[config.mk]
export PLATFORM = sky130hd
export DESIGN_NAME = uart_wake_rx
export DESIGN_NICKNAME = d
export VERILOG_FILES = /design/src/rtl/uwr_pkg.sv /design/src/rtl/uwr_vote.sv /design/src/rtl/uwr_frame.sv /design/src/rtl/uwr_hold.sv /design/src/rtl/uwr_idle.sv /design/src/rtl/uart_wake_rx.sv
export SDC_FILE = /design/constraint.sdc
export NUM_CORES = 1
export LEC_CHECK = 0
export BUFFER_PORTS_ARGS = -buffer_cell sky130_fd_sc_hd__buf_2
export CORE_ASPECT_RATIO = 0.9
export CORE_UTILIZATION = 36
export CTS_BUF_LIST = sky130_fd_sc_hd__clkbuf_16
export CTS_CLUSTER_DIAMETER = 120
export DETAILED_ROUTE_END_ITERATION = 10
export PLACE_DENSITY = 0.6
export SYNTH_ARGS = -nofsm -noshare
export SYNTH_HDL_FRONTEND = slang
export SYNTH_SLANG_ARGS = --single-unit
[constraint.sdc]
create_clock -name clk -period 2.6 [get_ports clk]
set_clock_uncertainty 0.2 [all_clocks]
set_input_delay 0.39 -clock clk [delete_from_list [all_inputs] [get_ports clk]]
set_output_delay 0.39 -clock clk [all_outputs]
set_load 0.01 [all_outputs]
[src/rtl/uwr_pkg.sv]
package uwr_pkg;
  typedef enum logic [1:0] {ST_HUNT, ST_START, ST_DATA, ST_STOP} uwr_state_e;

  function automatic logic maj3(input logic a, input logic b, input logic c);
    return (a & b) | (a & c) | (b & c);
  endfunction
endpackage

[src/rtl/uwr_vote.sv]
// Captures the first two mid-bit samples; the third is the live line.
module uwr_vote #(
  parameter int OVS = 16
) (
  input  logic                   clk,
  input  logic                   rst,
  input  logic                   tick,
  input  logic                   rxd,
  input  logic [$clog2(OVS)-1:0] pos,
  output logic                   vote,
  output logic                   split
);
  localparam int PW = $clog2(OVS);
  localparam logic [PW-1:0] P_A = PW'(OVS/2 - 1);
  localparam logic [PW-1:0] P_B = PW'(OVS/2);

  logic s_a, s_b;

  always_ff @(posedge clk) begin
    if (rst) begin
      s_a <= 1'b1;
      s_b <= 1'b1;
    end else if (tick) begin
      if (pos == P_A) s_a <= rxd;
      if (pos == P_B) s_b <= rxd;
    end
  end

  assign vote  = uwr_pkg::maj3(s_a, s_b, rxd);
  assign split = !((s_a == s_b) && (s_b == rxd));
endmodule

[src/rtl/uwr_frame.sv]
// Frame sequencer: start hunt, per-bit timing with edge realignment, shifting.
module uwr_frame import uwr_pkg::*; #(
  parameter int OVS    = 16,
  parameter int DATA_W = 8
) (
  input  logic              clk,
  input  logic              rst,
  input  logic              tick,
  input  logic              rxd,
  input  logic              nine_bit,
  output logic              done,
  output logic [DATA_W-1:0] c_data,
  output logic              c_bit8,
  output logic              c_noise,
  output logic              c_ferr
);
  localparam int PW = $clog2(OVS);
  localparam int BW = $clog2(DATA_W + 1);
  localparam logic [PW-1:0] P_A    = PW'(OVS/2 - 1);
  localparam logic [PW-1:0] P_C    = PW'(OVS/2 + 1);
  localparam logic [PW-1:0] P_LAST = PW'(OVS - 1);
  localparam logic [PW-1:0] P_ONE  = PW'(1);

  uwr_state_e      state;
  logic [PW-1:0]   pos;
  logic [BW-1:0]   bitn;
  logic [DATA_W:0] sh;
  logic            prev, nacc;
  logic            vote, split, fall, adv;
  logic [BW-1:0]   last_bit;

  uwr_vote #(.OVS(OVS)) vote_i (
    .clk(clk), .rst(rst), .tick(tick), .rxd(rxd), .pos(pos),
    .vote(vote), .split(split)
  );

  assign fall     = tick && prev && !rxd;
  // a bit ends at its last tick, or early when the next bit's edge arrives after voting
  assign adv      = tick && ((pos == P_LAST) || (fall && (pos > P_C)));
  assign last_bit = nine_bit ? BW'(DATA_W) : BW'(DATA_W - 1);

  always_ff @(posedge clk) begin
    if (rst) begin
      state   <= ST_HUNT;
      pos     <= '0;
      bitn    <= '0;
      sh      <= '0;
      prev    <= 1'b1;
      nacc    <= 1'b0;
      done    <= 1'b0;
      c_data  <= '0;
      c_bit8  <= 1'b0;
      c_noise <= 1'b0;
      c_ferr  <= 1'b0;
    end else begin
      done <= 1'b0;
      if (tick) begin
        prev <= rxd;
        pos  <= (pos == P_LAST) ? '0 : pos + 1'b1;
        if (state == ST_HUNT) begin
          if (fall) begin
            state <= ST_START;
            pos   <= P_ONE;
            nacc  <= 1'b0;
          end
        end else begin
          if (fall && (pos < P_A)) pos <= P_ONE;
          if (pos == P_C) begin
            nacc <= nacc | split;
            case (state)
              ST_START: if (vote) state <= ST_HUNT;
              ST_DATA:  sh <= {vote, sh[DATA_W:1]};
              ST_STOP: begin
                done    <= 1'b1;
                c_data  <= nine_bit ? sh[DATA_W-1:0] : sh[DATA_W:1];
                c_bit8  <= nine_bit & sh[DATA_W];
                c_noise <= nacc | split;
                c_ferr  <= !vote;
                state   <= ST_HUNT;
              end
              default: ;
            endcase
          end
          if (adv) begin
            if (fall) pos <= P_ONE;
            case (state)
              ST_START: begin
                state <= ST_DATA;
                bitn  <= '0;
              end
              ST_DATA: begin
                if (bitn == last_bit) state <= ST_STOP;
                else bitn <= bitn + 1'b1;
              end
              default: ;
            endcase
          end
        end
      end
    end
  end
endmodule

[src/rtl/uwr_hold.sv]
// Holding register with full, overrun and per-character error flags.
module uwr_hold #(
  parameter int DATA_W = 8
) (
  input  logic              clk,
  input  logic              rst,
  input  logic              done,
  input  logic [DATA_W-1:0] c_data,
  input  logic              c_bit8,
  input  logic              c_noise,
  input  logic              c_ferr,
  input  logic              standby,
  input  logic              rd,
  output logic [DATA_W-1:0] rx_data,
  output logic              rx_bit8,
  output logic              rx_full,
  output logic              overrun,
  output logic              noise_err,
  output logic              frame_err
);
  always_ff @(posedge clk) begin
    if (rst) begin
      rx_data   <= '0;
      rx_bit8   <= 1'b0;
      rx_full   <= 1'b0;
      overrun   <= 1'b0;
      noise_err <= 1'b0;
      frame_err <= 1'b0;
    end else begin
      if (rd) begin
        rx_full <= 1'b0;
        overrun <= 1'b0;
      end
      if (done && !standby) begin
        if (rx_full && !rd) begin
          overrun <= 1'b1;
        end else begin
          rx_data   <= c_data;
          rx_bit8   <= c_bit8;
          noise_err <= c_noise;
          frame_err <= c_ferr;
          rx_full   <= 1'b1;
        end
      end
    end
  end
endmodule

[src/rtl/uwr_idle.sv]
// Standby state and idle-line detector that ends it.
module uwr_idle #(
  parameter int OVS    = 16,
  parameter int DATA_W = 8
) (
  input  logic clk,
  input  logic rst,
  input  logic tick,
  input  logic rxd,
  input  logic nine_bit,
  input  logic standby_req,
  output logic standby
);
  localparam int LIM8 = OVS * (DATA_W + 2);
  localparam int LIM9 = OVS * (DATA_W + 3);
  localparam int CW   = $clog2(LIM9 + 1);

  logic [CW-1:0] cnt;
  logic [CW-1:0] limit;

  assign limit = nine_bit ? CW'(LIM9 - 1) : CW'(LIM8 - 1);

  always_ff @(posedge clk) begin
    if (rst) begin
      standby <= 1'b0;
      cnt     <= '0;
    end else if (standby_req) begin
      standby <= 1'b1;
      cnt     <= '0;
    end else if (!standby) begin
      cnt <= '0;
    end else if (tick) begin
      if (!rxd) begin
        cnt <= '0;
      end else if (cnt >= limit) begin
        standby <= 1'b0;
        cnt     <= '0;
      end else begin
        cnt <= cnt + 1'b1;
      end
    end
  end
endmodule

[src/rtl/uart_wake_rx.sv]
module uart_wake_rx #(
  parameter int OVS    = 16,
  parameter int DATA_W = 8
) (
  input  logic              clk,
  input  logic              rst,
  input  logic              rxd,
  input  logic              tick16,
  input  logic              nine_bit,
  input  logic              standby_req,
  input  logic              rd_strobe,
  output logic [DATA_W-1:0] rx_data,
  output logic              rx_bit8,
  output logic              rx_full,
  output logic              overrun,
  output logic              noise_err,
  output logic              frame_err,
  output logic              standby
);
  logic              frame_done;
  logic [DATA_W-1:0] c_data;
  logic              c_bit8, c_noise, c_ferr;

  uwr_frame #(.OVS(OVS), .DATA_W(DATA_W)) frame_i (
    .clk(clk), .rst(rst), .tick(tick16), .rxd(rxd), .nine_bit(nine_bit),
    .done(frame_done), .c_data(c_data), .c_bit8(c_bit8),
    .c_noise(c_noise), .c_ferr(c_ferr)
  );

  uwr_idle #(.OVS(OVS), .DATA_W(DATA_W)) idle_i (
    .clk(clk), .rst(rst), .tick(tick16), .rxd(rxd), .nine_bit(nine_bit),
    .standby_req(standby_req), .standby(standby)
  );

  uwr_hold #(.DATA_W(DATA_W)) hold_i (
    .clk(clk), .rst(rst), .done(frame_done), .c_data(c_data), .c_bit8(c_bit8),
    .c_noise(c_noise), .c_ferr(c_ferr), .standby(standby), .rd(rd_strobe),
    .rx_data(rx_data), .rx_bit8(rx_bit8), .rx_full(rx_full), .overrun(overrun),
    .noise_err(noise_err), .frame_err(frame_err)
  );
endmodule

Word level (Yosys, flattened, before mapping):

Index checks and enable logic that the tools add are counted.

* bits of input ports: 7
* output and inout bits: 14
* bits in registers: 57
* logic and storage cells: 114

* magnitude comparators: 3
* reduce and logical (&&, ||, !) cells: 27
* bitwise gates (word level): 12
* muxes and demuxes: 36
* eq/ne operators: 12
* $add $sub $neg: 3

Operators with widths (number)
* 2-to-1 mux 4 bit: 8
* 2-to-1 mux 8 bit: 3
* 2-to-1 mux 1 bit: 15
* == test 4 bit, second input constant: 3
* 2-to-1 mux 2 bit: 6
* adder 4 x 1 -> 4 bit, second input constant: 2
* adder 8 x 1 -> 8 bit, second input constant: 1
* greater-or-equal comparator 8 bit: 1
* logical AND 1 bit: 8
* case mux 2 bit (2 select lines): 2
* case mux 4 bit (2 select lines): 1
* AND reduction 2 bit: 4
* AND reduction 4 bit: 2
* 2-to-1 mux 6 bit: 1
* zero test 1 bit: 5
* NOT 1 bit: 5
* AND reduction 5 bit: 1
* AND 1 bit: 4
* == test 2 bit, second input constant: 2
* == test 4 x 3 -> 1 bit, second input constant: 1
* == test 4 bit: 1
* > comparator 4 bit, second input constant: 1
* less-than comparator 4 x 3 -> 1 bit, second input constant: 1
* nonzero test 2 bit: 2
* 10 further kinds: 13

Logic depth before layout (Yosys ltp):

* depth in word-level cells: 10
* depth in mapped cells: 9
* mapped depth without buffers: 7

Cells and area by module:

A second synthesis with hierarchy kept.

* cells, all modules: 322
* area, all modules: 3009.1 um^2

Modules (own cells, without submodules)
* uwr_frame: cells each 184, area an instance 1697.9 um^2, instances 1, sequential area each 660.6 um^2
* uwr_hold: cells each 56, area an instance 596.8 um^2, instances 1, sequential area each 260.2 um^2
* uwr_idle: cells each 67, area an instance 571.8 um^2, instances 1, sequential area each 180.2 um^2
* uwr_vote: cells each 15, area an instance 142.6 um^2, instances 1, sequential area each 40.0 um^2

Worst setup path after synthesis:

No wires, ideal clock.

* path type: register to register
* start point: reg frame_i.pos[0]
* end point: reg frame_i.bitn[0]
* setup time: 0.070 ns
* data required time: 2.330 ns
* cell stages (with the launch flop): 9
* period minus slack after synthesis: 2.321 ns
* slack: 0.279 ns
* path buffers: 1
* arrival time: 2.051 ns
* cell sequence: dfxtp_1 inv_1 ha_1 nor4b_2 o22a_2 or3b_1 buf_2 or3b_1 a21oi_1

* longest elaborated chain between the ends: 5
* elaborated cells between the ends (all ways): 6
* those cells by class: order compare: 1; eq/ne: 1; reduce/logical: 4

RTL lines
* from (decl): RTL line uwr_frame.sv:25 `logic [PW-1:0] pos;`
* from (signal assigned): RTL line uwr_frame.sv:59 `pos <= (pos == P_LAST) ? '0 : pos + 1'b1;`
* > comparator 4 bit: RTL line uwr_frame.sv:39 `assign adv = tick && ((pos == P_LAST) || (fall && (pos > P_C)));`
* logical AND 1 bit: RTL line uwr_frame.sv:39
* logical OR 1 bit *: RTL line uwr_frame.sv:39
* logical AND 1 bit *: RTL line uwr_frame.sv:39
* AND reduction 5 bit (no source line) *
* to (signal assigned): RTL line uwr_frame.sv:93 `else bitn <= bitn + 1'b1;`
* to (decl): RTL line uwr_frame.sv:26 `logic [BW-1:0] bitn;`

Every way passes the cells marked *; elsewhere a longest branch is shown, timed or not.
A chain may end at the register's enable or synchronous reset.

Final worst setup path:

Same ends and word-level chain as after synthesis.

==> key figures <==
Worst setup path
  • Worst path arrival time: 2.47 ns
  • CP bufs+invs: 1
  • Setup crit start kind: flip-flop
  • Highest-delay cell along the critical path: or3b_4
  • WS Path Type: reg -> reg
  • Setup crit end kind: flip-flop
  • Crit-path leading delay family: simple AND/OR/NAND/NOR gates
  • Sequence of cells on the critical path: inv_1 > ha_2 > nor4b_2 > o22a_2 > or3b_4 > or3b_1 > a21oi_1
  • Slowest stage delay, CP: 0.42 ns
  • Crit path required time: 2.65 ns
  • CP Max Fanout: 8

Pwr
  • Leakage: 1.28 nW
  • Max VDD drop: 0.000351 V
  • Final Power: 2.12 mW
  • Power per cell area: 661 nW/um2

Cells and area
  • Non-filler cells, final: 430
  • Net count reported at finish: 353
  • Most frequent cells in the layout: dfxtp_1, nor2_1, nand2_1
  • Area grow syn2layout: 19.2%
  • Ant. Diodes: 0
  • Share of layout cells above drive strength 1: 14.8%
  • Final core utilization: 44.9%
  • Fin area: 3210 um2
  • Most common cell after layout, fill and taps aside: dfxtp_1

Timing
  • Final period utilization: 93.1%
  • Setup TNS: 0 ns
  • Final hold vios: 0
  • Final Setup Violations: 0
  • Rel. slew slack: 57.9%
  • Tightest Pin Transition: 0.630 ns
  • Unrepaired setup endpoints after global routing: no
  • Fin crit period: 2.42 ns
  • Peak Freq: 413 MHz
  • Hold_ws: 0.0382 ns
  • Max-slew violation count: 0
  • Post-route setup slack: 0.179 ns

Run status
  • Status: complete, no violations

CTS
  • TritonCTS Buffers: 9
  • Clk slew on worst S/H paths: 0.05 ns
  • CTS Root Buffer Type: clkbuf_16
  • CTS sink cnt: 57
  • Clock tree buffer depth: 2
  • Clk Latency, worst-skew pair: 0.32 ns
  • Hold Buf Count CTS: 0
  • CTS tree: built
  • H-tree levels: 3

Route
  • Final WL: 5300 um
  • DRT iter0 DRCs: 125
  • Drt via density: 5.11
  • Drt wl/cell: 12.3 um
  • DRT Pass-1 Iters: 4
  • Routed vias: 2196
  • Post-route DRC: 0
  • ANT nets after route: 0

Floorplan
  • DIE WIDTH: 93.1 um
  • Area of the die: 7830 um2
  • DIE HEIGHT: 84.0 um
  • I/O pin total: 21
  • Cell Rows: 29
  • Starting Density: 37.7%
  • Core area: 7150 um2

Logic synthesis
  • Synth cell types: 44
  • Register area share after synthesis: 42.4%
  • Seq cells post-synth: 57
  • Post-synthesis cell count: 309
  • Asr flop ratio synth: 0%
  • Ys Warns: 0
  • Syn avg cell area: 8.71 um2
  • Mapped Nets: 330
  • EDFF count, synth: 0
  • Synth Cell Area: 2690 um2
  • Synth Flop Type: dfxtp_1

Global route
  • Vias in the first global route: 1965
  • Largest net degree at the start of global routing: 50
  • Grt ovf: 0
  • Total track usage: 14.9%
  • Initial antenna violation count: 0
  • First-pass GRT wire length: 9200 um

Placement
  • GPL Wtd Cong: 0.842
  • # placed instances: 414
  • Pre-CTS WS: 0.103 ns
  • Detailed Place HPWL: 3680 um
  • Post-placement cell area: 2910 um2
  • IO buf count: 20

Flow run
  • Max_cap viols: 0

Min path
  • HP Class: in -> reg
## metal layers
layer / GRT usage, % / part of all wire [%]
met1: 21.6 / 54
met2: 20.3 / 41
met3: 5.19 / 3.7
met4: 5.03 / 1.2
met5: 0 / 0
## area by class of cell
type                       instances  area [um2]
fill                             691        3940
multi-input combinational        226        1450
sequential                        57        1140
clock buffer                       9         225
timing repair buffer              29         168
tap                               93         116
clock inverter                     7        71.3
inverter                           9        33.8
## repair_timing
item,in CTS,in global routing
endpoints found under the setup margin,0,2
endpoints found under the hold margin,0,0
buffers inserted,0,0
resized for setup,0,2
## cells by family after synthesis
| group | synth area share [%] |
|---|---|
| compound gates | 14.8 |
| xor+xnor | 0.976 |
| fa+ha+maj | 6.51 |
| buf+inv | 3.86 |
| flops | 42.4 |
| mux | 10.4 |
| simple gates | 21.1 |
## sequential cells by signal, summed over array words and instances (netlist names), 2 cells and up
register / cells
hold_i.rx_data: 8
frame_i.state: 2
frame_i.sh: 9
frame_i.bitn: 4
frame_i.pos: 4
frame_i.c_data: 8
idle_i.cnt: 8
## worst paths after layout
check                       from              end  slack, ns  cells past startpoint
hold reg to reg   frame_i.c_bit8   frame_i.c_bit8       0.25                      2
hold / removal         rd_strobe   hold_i.overrun       0.04                      2
setup reg to reg  frame_i.pos[0]  frame_i.bitn[0]       0.18                      7
setup / recovery  frame_i.pos[0]  frame_i.bitn[0]       0.18                      7
## synthesized netlist by cell type (2+ instances only)
cell type,number,area share (%)
nor4_1,3,0.70
and3_1,2,0.46
or3b_1,2,0.65
nand2_1,29,4.0
xnor2_1,2,0.65
ha_1,14,6.5
clkbuf_1,12,1.7
nand3_1,14,2.6
dfxtp_1,57,42
a21oi_1,19,3.5
nor3_1,5,0.93
o31ai_1,2,0.56
and3b_1,2,0.65
a211oi_1,11,3.1
and2_1,2,0.46
nand4_1,2,0.46
a31oi_1,2,0.46
o21ai_0,11,2.0
or2_2,2,0.46
o311ai_0,4,1.3
nand2b_1,4,0.93
buf_2,5,0.93
nor2b_1,3,0.70
inv_1,9,1.3
nor2_1,45,6.3
mux2i_1,28,10
## where the power goes
part | internal [mW] | switching [mW]
sequential | 0.881 | 0.00773
clock | 0.737 | 0.398
combinational | 0.0333 | 0.0608
No activity file was read; power rests on OpenSTA's default activity.
